$ cat src/rtl/line_raster_pkg.sv
package line_raster_pkg;

    typedef enum logic [1:0] {
        ST_IDLE  = 2'd0,
        ST_SETUP = 2'd1,
        ST_DRAW  = 2'd2
    } raster_state_e;

    // Extra error-term bits over the coordinate width: one for sign,
    // one for the doubled comparison term, one for the dual-axis add.
    localparam int ERR_GUARD = 3;

endpackage

$ cat src/rtl/line_setup.sv
module line_setup #(
    parameter int COORD_W = 11,
    parameter int ERR_W   = COORD_W + 3
) (
    input  logic [COORD_W-1:0]      a_x,
    input  logic [COORD_W-1:0]      a_y,
    input  logic [COORD_W-1:0]      b_x,
    input  logic [COORD_W-1:0]      b_y,
    output logic signed [ERR_W-1:0] span_x,
    output logic signed [ERR_W-1:0] span_y,
    output logic signed [ERR_W-1:0] err_seed,
    output logic                    neg_x,
    output logic                    neg_y
);

    localparam int PAD = ERR_W - COORD_W;

    logic [COORD_W-1:0] mag_x;
    logic [COORD_W-1:0] mag_y;

    always_comb begin
        neg_x    = (b_x < a_x);
        neg_y    = (b_y < a_y);
        mag_x    = neg_x ? (a_x - b_x) : (b_x - a_x);
        mag_y    = neg_y ? (a_y - b_y) : (b_y - a_y);
        // x span kept positive, y span kept negative
        span_x   = $signed({{PAD{1'b0}}, mag_x});
        span_y   = -$signed({{PAD{1'b0}}, mag_y});
        err_seed = span_x + span_y;
    end

endmodule

$ cat src/rtl/line_step.sv
module line_step #(
    parameter int COORD_W = 11,
    parameter int ERR_W   = COORD_W + 3
) (
    input  logic [COORD_W-1:0]      cur_x,
    input  logic [COORD_W-1:0]      cur_y,
    input  logic signed [ERR_W-1:0] err,
    input  logic signed [ERR_W-1:0] span_x,
    input  logic signed [ERR_W-1:0] span_y,
    input  logic                    neg_x,
    input  logic                    neg_y,
    output logic [COORD_W-1:0]      nxt_x,
    output logic [COORD_W-1:0]      nxt_y,
    output logic signed [ERR_W-1:0] nxt_err
);

    localparam logic [COORD_W-1:0] ONE = COORD_W'(1);

    logic signed [ERR_W:0] twice;
    logic signed [ERR_W:0] wide_sx;
    logic signed [ERR_W:0] wide_sy;
    logic                  adv_x;
    logic                  adv_y;

    always_comb begin
        twice   = {err, 1'b0};
        wide_sx = span_x;
        wide_sy = span_y;
        adv_x   = (twice >= wide_sy);
        adv_y   = (twice <= wide_sx);
        nxt_err = err + (adv_x ? span_y : '0) + (adv_y ? span_x : '0);
        nxt_x   = cur_x;
        nxt_y   = cur_y;
        if (adv_x) nxt_x = neg_x ? (cur_x - ONE) : (cur_x + ONE);
        if (adv_y) nxt_y = neg_y ? (cur_y - ONE) : (cur_y + ONE);
    end

endmodule

$ cat src/rtl/line_raster.sv
module line_raster
    import line_raster_pkg::*;
#(
    parameter int COORD_W = 11
) (
    input  logic               clk,
    input  logic               rst_n,
    input  logic               start,
    input  logic [COORD_W-1:0] src_x,
    input  logic [COORD_W-1:0] src_y,
    input  logic [COORD_W-1:0] dst_x,
    input  logic [COORD_W-1:0] dst_y,
    output logic               busy,
    output logic               pix_valid,
    output logic [COORD_W-1:0] pix_x,
    output logic [COORD_W-1:0] pix_y,
    output logic               line_done
);

    localparam int ERR_W = COORD_W + ERR_GUARD;

    raster_state_e state_q, state_d;

    // latched endpoints
    logic [COORD_W-1:0] a_x_q, a_y_q, b_x_q, b_y_q;
    // walking state
    logic [COORD_W-1:0]      cur_x_q, cur_y_q;
    logic signed [ERR_W-1:0] err_q, span_x_q, span_y_q;
    logic                    neg_x_q, neg_y_q;

    // setup results
    logic signed [ERR_W-1:0] set_sx, set_sy, set_err;
    logic                    set_nx, set_ny;
    // step results
    logic [COORD_W-1:0]      stp_x, stp_y;
    logic signed [ERR_W-1:0] stp_err;

    logic at_end;

    line_setup #(.COORD_W(COORD_W), .ERR_W(ERR_W)) u_setup (
        .a_x      (a_x_q),
        .a_y      (a_y_q),
        .b_x      (b_x_q),
        .b_y      (b_y_q),
        .span_x   (set_sx),
        .span_y   (set_sy),
        .err_seed (set_err),
        .neg_x    (set_nx),
        .neg_y    (set_ny)
    );

    line_step #(.COORD_W(COORD_W), .ERR_W(ERR_W)) u_step (
        .cur_x   (cur_x_q),
        .cur_y   (cur_y_q),
        .err     (err_q),
        .span_x  (span_x_q),
        .span_y  (span_y_q),
        .neg_x   (neg_x_q),
        .neg_y   (neg_y_q),
        .nxt_x   (stp_x),
        .nxt_y   (stp_y),
        .nxt_err (stp_err)
    );

    assign at_end = (cur_x_q == b_x_q) && (cur_y_q == b_y_q);

    // next-state logic: accept, prime, finish
    always_comb begin
        state_d = state_q;
        unique case (state_q)
            ST_IDLE:  if (start)  state_d = ST_SETUP;
            ST_SETUP:             state_d = ST_DRAW;
            ST_DRAW:  if (at_end) state_d = ST_IDLE;
            default:              state_d = ST_IDLE;
        endcase
    end

    // state register
    always_ff @(posedge clk or negedge rst_n) begin
        if (!rst_n) state_q <= ST_IDLE;
        else        state_q <= state_d;
    end

    // datapath registers
    always_ff @(posedge clk or negedge rst_n) begin
        if (!rst_n) begin
            a_x_q    <= '0;
            a_y_q    <= '0;
            b_x_q    <= '0;
            b_y_q    <= '0;
            cur_x_q  <= '0;
            cur_y_q  <= '0;
            err_q    <= '0;
            span_x_q <= '0;
            span_y_q <= '0;
            neg_x_q  <= 1'b0;
            neg_y_q  <= 1'b0;
        end else begin
            unique case (state_q)
                ST_IDLE: begin
                    if (start) begin
                        a_x_q <= src_x;
                        a_y_q <= src_y;
                        b_x_q <= dst_x;
                        b_y_q <= dst_y;
                    end
                end
                ST_SETUP: begin
                    cur_x_q  <= a_x_q;
                    cur_y_q  <= a_y_q;
                    err_q    <= set_err;
                    span_x_q <= set_sx;
                    span_y_q <= set_sy;
                    neg_x_q  <= set_nx;
                    neg_y_q  <= set_ny;
                end
                ST_DRAW: begin
                    if (!at_end) begin
                        cur_x_q <= stp_x;
                        cur_y_q <= stp_y;
                        err_q   <= stp_err;
                    end
                end
                default: ;
            endcase
        end
    end

    // outputs
    always_comb begin
        busy      = (state_q != ST_IDLE);
        pix_valid = (state_q == ST_DRAW);
        pix_x     = cur_x_q;
        pix_y     = cur_y_q;
        line_done = (state_q == ST_DRAW) && at_end;
    end

endmodule

$ cat config.mk
export PLATFORM = sky130hd
export DESIGN_NAME = line_raster
export DESIGN_NICKNAME = d
export VERILOG_FILES = /design/src/rtl/line_raster_pkg.sv /design/src/rtl/line_setup.sv /design/src/rtl/line_step.sv /design/src/rtl/line_raster.sv
export SDC_FILE = /design/constraint.sdc
export NUM_CORES = 1
export LEC_CHECK = 0
export BUFFER_PORTS_ARGS = -buffer_cell sky130_fd_sc_hd__buf_2
export CAP_MARGIN = 20
export CORE_MARGIN = 8
export CORE_UTILIZATION = 45
export CTS_CLUSTER_SIZE = 40
export DETAILED_ROUTE_END_ITERATION = 8
export PLACE_DENSITY_LB_ADDON = 0.12
export SYNTH_ARGS = -nofsm -noshare
export SYNTH_HDL_FRONTEND = slang
export SYNTH_SLANG_ARGS = --single-unit
export TNS_END_PERCENT = 20
$ cat constraint.sdc
create_clock -name clk -period 4.8 [get_ports clk]
set_clock_uncertainty 0.05 [all_clocks]
set_input_delay 0.48 -clock clk [delete_from_list [all_inputs] [get_ports clk]]
set_output_delay 0.48 -clock clk [all_outputs]
set_load 0.02 [all_outputs]
==> impl_metrics.env, run 1 <==
export IMPL_wl_met3_microns=905
export IMPL_cp_num_buf_inv=0
export IMPL_drive_gt1_frac=0.2486
export IMPL_rr_endpoint="err_q[13]"
export IMPL_synth_warnings=0
export IMPL_routed_via_density=5.284
export IMPL_period_share=0.9847
export IMPL_final_seq_area_sq_um=2728
export IMPL_io_buffers=71
export IMPL_fin_setup_tns_ns=0
export IMPL_worst_path_most_repeated_cell="a21o_1"
export IMPL_die_y_microns=162.9
export IMPL_ios=72
export IMPL_crit_family="compound AO/OA/AOI/OAI gates"
export IMPL_cts_path_max_buffers=2
export IMPL_met1_length_mm=13.41
export IMPL_dr_first_iter_drc_count=363
export IMPL_slew_violations=0
export IMPL_setup_viol=0
export IMPL_grt_pass1_wl_mm=42.08
export IMPL_wire_per_inst_microns=17.51
export IMPL_r2r_cells=20
export IMPL_final_cell_mix="inv_1, buf_4, ha_1, dfrtp_1, a21oi_1"
export IMPL_cp_max_fo=4
export IMPL_fp_dieW_microns=162.9
export IMPL_detail_route_antenna_nets=0
export IMPL_slowest_delay_ns=0.45
export IMPL_status="completed"
export IMPL_cp_start_kind="register"
export IMPL_hold_path_class="primary input to asynchronous set/reset pin"
export IMPL_path_class="register to register"
export IMPL_num_vias=7979
export IMPL_clk_insertion_delay_late_ns=0.37
export IMPL_cts_root_buf="clkbuf_16"
export IMPL_placed_cell_area_sq_um=11080
export IMPL_dp_hpwl_mm=20.79
export IMPL_drv_cap=0
export IMPL_synth_cell_types=74
export IMPL_synth_cells=1069
export IMPL_grt_overflow_total=0
export IMPL_path_clk_slew_ns=0.08
export IMPL_ys_seq_area_frac=0.2810
export IMPL_wl_met2_mm=11.86
export IMPL_fillers=1992
export IMPL_die_area_sq_um=26530
export IMPL_initial_utilization=0.4604
export IMPL_core_area_sq_um=21090
export IMPL_critPathRequiredTime_ns=5.00
export IMPL_layout_commonest_cell="inv_1"
export IMPL_timing_hold_violations_final=0
export IMPL_period_needed_ns=4.726
export IMPL_grt_pass1_vias=7910
export IMPL_routed_wl_mm=26.43
export IMPL_fmax_ghz=0.2116
export IMPL_syn_to_final_growth_pct=19.04
export IMPL_grt_setup_unrepaired="yes"
export IMPL_drc=0
export IMPL_antenna_found_initial=0
export IMPL_clkSinkCount=109
export IMPL_rrSetupSlack_ns=0.07
export IMPL_r2r_start="err_q[7]"
export IMPL_cts_tree="yes"
export IMPL_worst_pin_slew_ns=0.9696
export IMPL_async_flop_share=1.000
export IMPL_nets=1412
export IMPL_gp_congestion=0.8649
export IMPL_synthFlopType="dfrtp_1"
export IMPL_multi_input_area_sq_um=6535
export IMPL_critical_path_cell_chain="ha_1 -> a21o_1 -> a21o_1 -> a211oi_2 -> o31a_1 -> nand2_2 -> xor2_4 -> nor2_1 -> fa_1 -> ha_2 -> fa_2 -> a21o_1 -> a21oi_2 -> o21bai_1 -> a31oi_1 -> o21ai_1 -> o41ai_2 -> xnor2_1 -> mux2i_1 -> a221o_1"
export IMPL_syn_nets=1250
export IMPL_syn_avg_cell_area_sq_um=9.081
export IMPL_synth_area_sq_um=9708
export IMPL_diodes=0
export IMPL_crit_path_end_kind="register"
export IMPL_arrival_ns=4.93
export IMPL_h_tree_depth=3
export IMPL_grt_usage=0.2012
export IMPL_dr_pass1_iters=5
export IMPL_routed_top_layer="met4"
export IMPL_grt_max_degree=72
export IMPL_rows=53
export IMPL_synth_seq_cells=109
export IMPL_maxSlewHeadroom=0.3536
export IMPL_design_area_sq_um=11560
export IMPL_synth_edf_count=0
export IMPL_worst_path_max_delay_cell="fa_1"
export IMPL_cts_buffers=9
[how the worst max path moves through the flow]
stage            startpoint   endpoint  slack (ns)  cells past startpoint
2_1_floorplan     err_q[13]  err_q[13]        0.01                     21
6_report           err_q[7]  err_q[13]        0.07                     20
5_1_grt        span_y_q[13]  err_q[13]       -0.20                     22
3_3_place_gp       a_y_q[1]  err_q[12]        0.06                     19
3_5_place_dp   span_y_q[13]  err_q[13]       -0.01                     20
4_1_cts        span_y_q[13]  err_q[13]        0.02                     20
[worst reg2reg max path: stages, from the launching register on]
cell	delay, ns
dfrtp_1	0.39
ha_1	0.31
a21o_1	0.19
a21o_1	0.19
a211oi_2	0.24
o31a_1	0.18
nand2_2	0.10
xor2_4	0.20
nor2_1	0.12
fa_1	0.45
ha_2	0.20
fa_2	0.34
a21o_1	0.17
a21oi_2	0.14
o21bai_1	0.11
a31oi_1	0.19
o21ai_1	0.13
o41ai_2	0.31
xnor2_1	0.18
mux2i_1	0.11
a221o_1	0.30
[cells in the mapped netlist (14+ instances only)]
master | n | area share
a21o_1 | 21 | 0.016
a21oi_1 | 85 | 0.044
and2_1 | 14 | 0.0090
clkbuf_1 | 24 | 0.0093
dfrtp_1 | 109 | 0.28
fa_1 | 19 | 0.039
ha_1 | 115 | 0.15
inv_1 | 120 | 0.046
mux2_2 | 61 | 0.071
mux2i_1 | 27 | 0.028
nand2_1 | 70 | 0.027
nand3_1 | 19 | 0.0098
nor2_1 | 64 | 0.025
nor2b_1 | 18 | 0.012
nor3_1 | 17 | 0.0088
o21ai_0 | 66 | 0.034
xnor2_1 | 42 | 0.038
xor2_1 | 35 | 0.032
[flip-flops by register name, indices dropped and copies added (netlist names), 2 cells and up]
| name | cells |
|---|---|
| a_x_q | 11 |
| a_y_q | 11 |
| b_x_q | 11 |
| b_y_q | 11 |
| err_q | 14 |
| pix_x | 11 |
| pix_y | 11 |
| span_x_q | 11 |
| span_y_q | 14 |
| state_q | 2 |
[through the flow]
step	instances	setup WS, ns	utilization	hold WS (ns)
floorplan	1069	0.01131	-	0.1344
global placement	1485	0.05911	0.5250	0.4389
detailed placement	1486	-0.01337	0.5254	0.4464
CTS	1501	0.01985	0.5396	0.2531
global route	1510	-0.2039	0.5480	0.2823
finish	1510	0.07367	0.5480	0.2090
[logic make-up after synthesis]
kind of cell               Yosys count  synth area share
adders and majority gates          134            0.1874
and+or+nand+nor                    247            0.1273
AOI/OAI and AO/OA                  255            0.1666
muxes                               89            0.1001
DFF                                109            0.2810
xor gates and xnor gates            81           0.07617
buffers and inverters              154           0.06135
[what timing repair did]
item	in CTS	in global routing
resized for setup	3	19
pin swaps	3	13
setup buffers	0	9
setup endpoints to repair	1	4
hold buffers	0	0
[per-layer routing]
layer,vias to the layer above,global-route usage
li1,4029,-
met3,23,0.02932
met2,129,0.3121
met4,0,0.04254
met1,3798,0.2912
met5,-,0
[final cells by class]
type / count / share of cell area
well taps: 275 / 0.02977
repair buffers: 185 / 0.1053
multi-input cells: 806 / 0.5655
clock inverters: 6 / 0.004872
flip-flops and latches: 109 / 0.2360
inverters: 120 / 0.03898
clock buffers: 9 / 0.01949
Power of run 1 is left out: the tool's default activity adds up to more than one toggle a clock period on the data nets, which glitch-free logic cannot reach.
==> run 2, diff against run 1 <==
BUFFER_PORTS_ARGS = not set   (was -buffer_cell sky130_fd_sc_hd__buf_2)
DONT_BUFFER_PORTS = 1   (was not set)
==> run 2 against run 1 <==
Against the previous run:
- the flow now finishes with violations (hold timing)
- critical path depth did not move
- setup slack got worse by 0.018 ns
- sequential share of layout area rose by 0.48 points
- critical path type unchanged
- non-clock buffer count fell by 73
- hold slack got worse by 0.23 ns
- final area fell by 2.0%
- wire length fell by 0.15%
- largest cell class unchanged
- die area did not move
- register-to-register slack got worse by 0.02 ns
==> impl_metrics.env, run 2 (synthesis results as in run 1) <==
export IMPL_dr_pass1_iters=5
export IMPL_cp_max_fo=4
export IMPL_pre_cts_ws_ns=-0.1010
export IMPL_diodes=0
export IMPL_design_area_sq_um=11330
export IMPL_layout_commonest_cell="inv_1"
export IMPL_gp_congestion=0.8789
export IMPL_initial_utilization=0.4604
export IMPL_h_tree_depth=3
export IMPL_die_y_microns=162.9
export IMPL_drive_gt1_frac=0.2167
export IMPL_fmax_ghz=0.2108
export IMPL_holdWs_ns=-0.02481
export IMPL_grt_overflow_total=0
export IMPL_cts_buffers=9
export IMPL_reg_top3="err_q (14), span_y_q (14)"
export IMPL_io_buffers=0
export IMPL_hold_path_class="primary input to asynchronous set/reset pin"
export IMPL_drc=0
export IMPL_grt_pass1_vias=7713
export IMPL_violations="hold timing"
export IMPL_utilization=0.5371
export IMPL_wire_per_inst_microns=18.36
export IMPL_grt_max_degree=110
export IMPL_critPathRequiredTime_ns=4.99
export IMPL_cts_path_max_buffers=2
export IMPL_fin_ws_ns=0.05589
export IMPL_core_area_sq_um=21090
export IMPL_syn_to_final_growth_pct=16.68
export IMPL_placed_cell_area_sq_um=10680
export IMPL_period_share=0.9884
export IMPL_worst_pin_slew_ns=0.9700
export IMPL_antenna_found_initial=2
export IMPL_grt_usage=0.2023
export IMPL_routed_via_density=5.355
export IMPL_grt_setup_unrepaired="yes"
export IMPL_cp_start_kind="register"
export IMPL_fin_setup_tns_ns=0
export IMPL_routed_wl_mm=26.40
export IMPL_period_needed_ns=4.744
export IMPL_slew_violations=0
export IMPL_path_clk_slew_ns=0.08
export IMPL_grt_pass1_wl_mm=42.32
export IMPL_drv_cap=0
export IMPL_clkSinkCount=109
export IMPL_die_area_sq_um=26530
export IMPL_clk_insertion_delay_late_ns=0.37
export IMPL_status="finished with violations"
export IMPL_cts_tree="yes"
export IMPL_ios=72
export IMPL_timing_hold_violations_final=7
export IMPL_setup_viol=0
export IMPL_detail_route_antenna_nets=0
export IMPL_rows=53
export IMPL_path_class="register to register"
export IMPL_dr_first_iter_drc_count=342
export IMPL_dp_hpwl_mm=20.82
export IMPL_num_vias=7701
export IMPL_crit_path_end_kind="register"
export IMPL_maxSlewHeadroom=0.3533
export IMPL_cts_root_buf="clkbuf_16"
export IMPL_final_cell_mix="inv_1, dfrtp_1, ha_1, buf_4, a21oi_1"
export IMPL_arrival_ns=4.94
export IMPL_nets=1339
export IMPL_fp_dieW_microns=162.9
[run 2: final cells by class]
type / count / area, sq um
tap: 275 / 344.1
sequential: 109 / 2728
multi-input combinational: 806 / 6604
inverter: 120 / 450.4
clock buffer: 9 / 225.2
clock inverter: 7 / 82.58
timing repair buffer: 112 / 893.4
fill: 1931 / 9761
[run 2: worst paths after layout]
kind                              start          end  slack (ns)  depth (start not counted)
min reg2reg                 span_y_q[9]  span_y_q[9]        0.46                          1
max                        span_y_q[10]    err_q[13]        0.06                         20
max in group asynchronous         rst_n     err_q[2]        4.24                          1
min in group clk               src_y[6]     a_y_q[6]        0.20                          1
max reg2reg                span_y_q[10]    err_q[13]        0.06                         20
min                               rst_n     b_y_q[9]       -0.02                          1
[run 2: per-layer routing]
metal  wire length, microns  vias up  track usage
met4                    289        4      0.04254
met3                   1149       23      0.04146
li1                       -     3884            -
met2                  11910      116       0.3172
met1                  13030     3674       0.2826
met5                     16        -            0
[run 2: metrics by stage]
stage,cells,hold slack [ns]
global route,1438,0.02812
floorplan,1069,0.1344
detailed placement,1407,0.1441
CTS,1431,0.03616
global placement,1406,0.1427
finish,1438,-0.02481
[run 2: what timing repair did]
action	in CTS	in global routing
setup endpoints to repair	3	5
resized for setup	7	33
hold buffers	1	0
setup buffers	7	6
hold endpoints to repair	109	0
pin swaps	7	25
[run 2: worst max-delay path, stage by stage (launching register included)]
cell and delay [ns]:
dfrtp_1 0.35, inv_1 0.06, ha_1 0.30, nand4_1 0.11, or4_1 0.50, a21o_1 0.19
nand2_2 0.11, xor2_4 0.21, nor2_2 0.06, fa_1 0.45, ha_2 0.21, fa_2 0.36
a21o_1 0.17, a21oi_2 0.18, o21bai_2 0.11, a31oi_2 0.20, o21ai_2 0.10, o41ai_2 0.32
xnor2_1 0.18, mux2i_1 0.11, a221o_1 0.30
Power of run 2 is left out for the same reason.
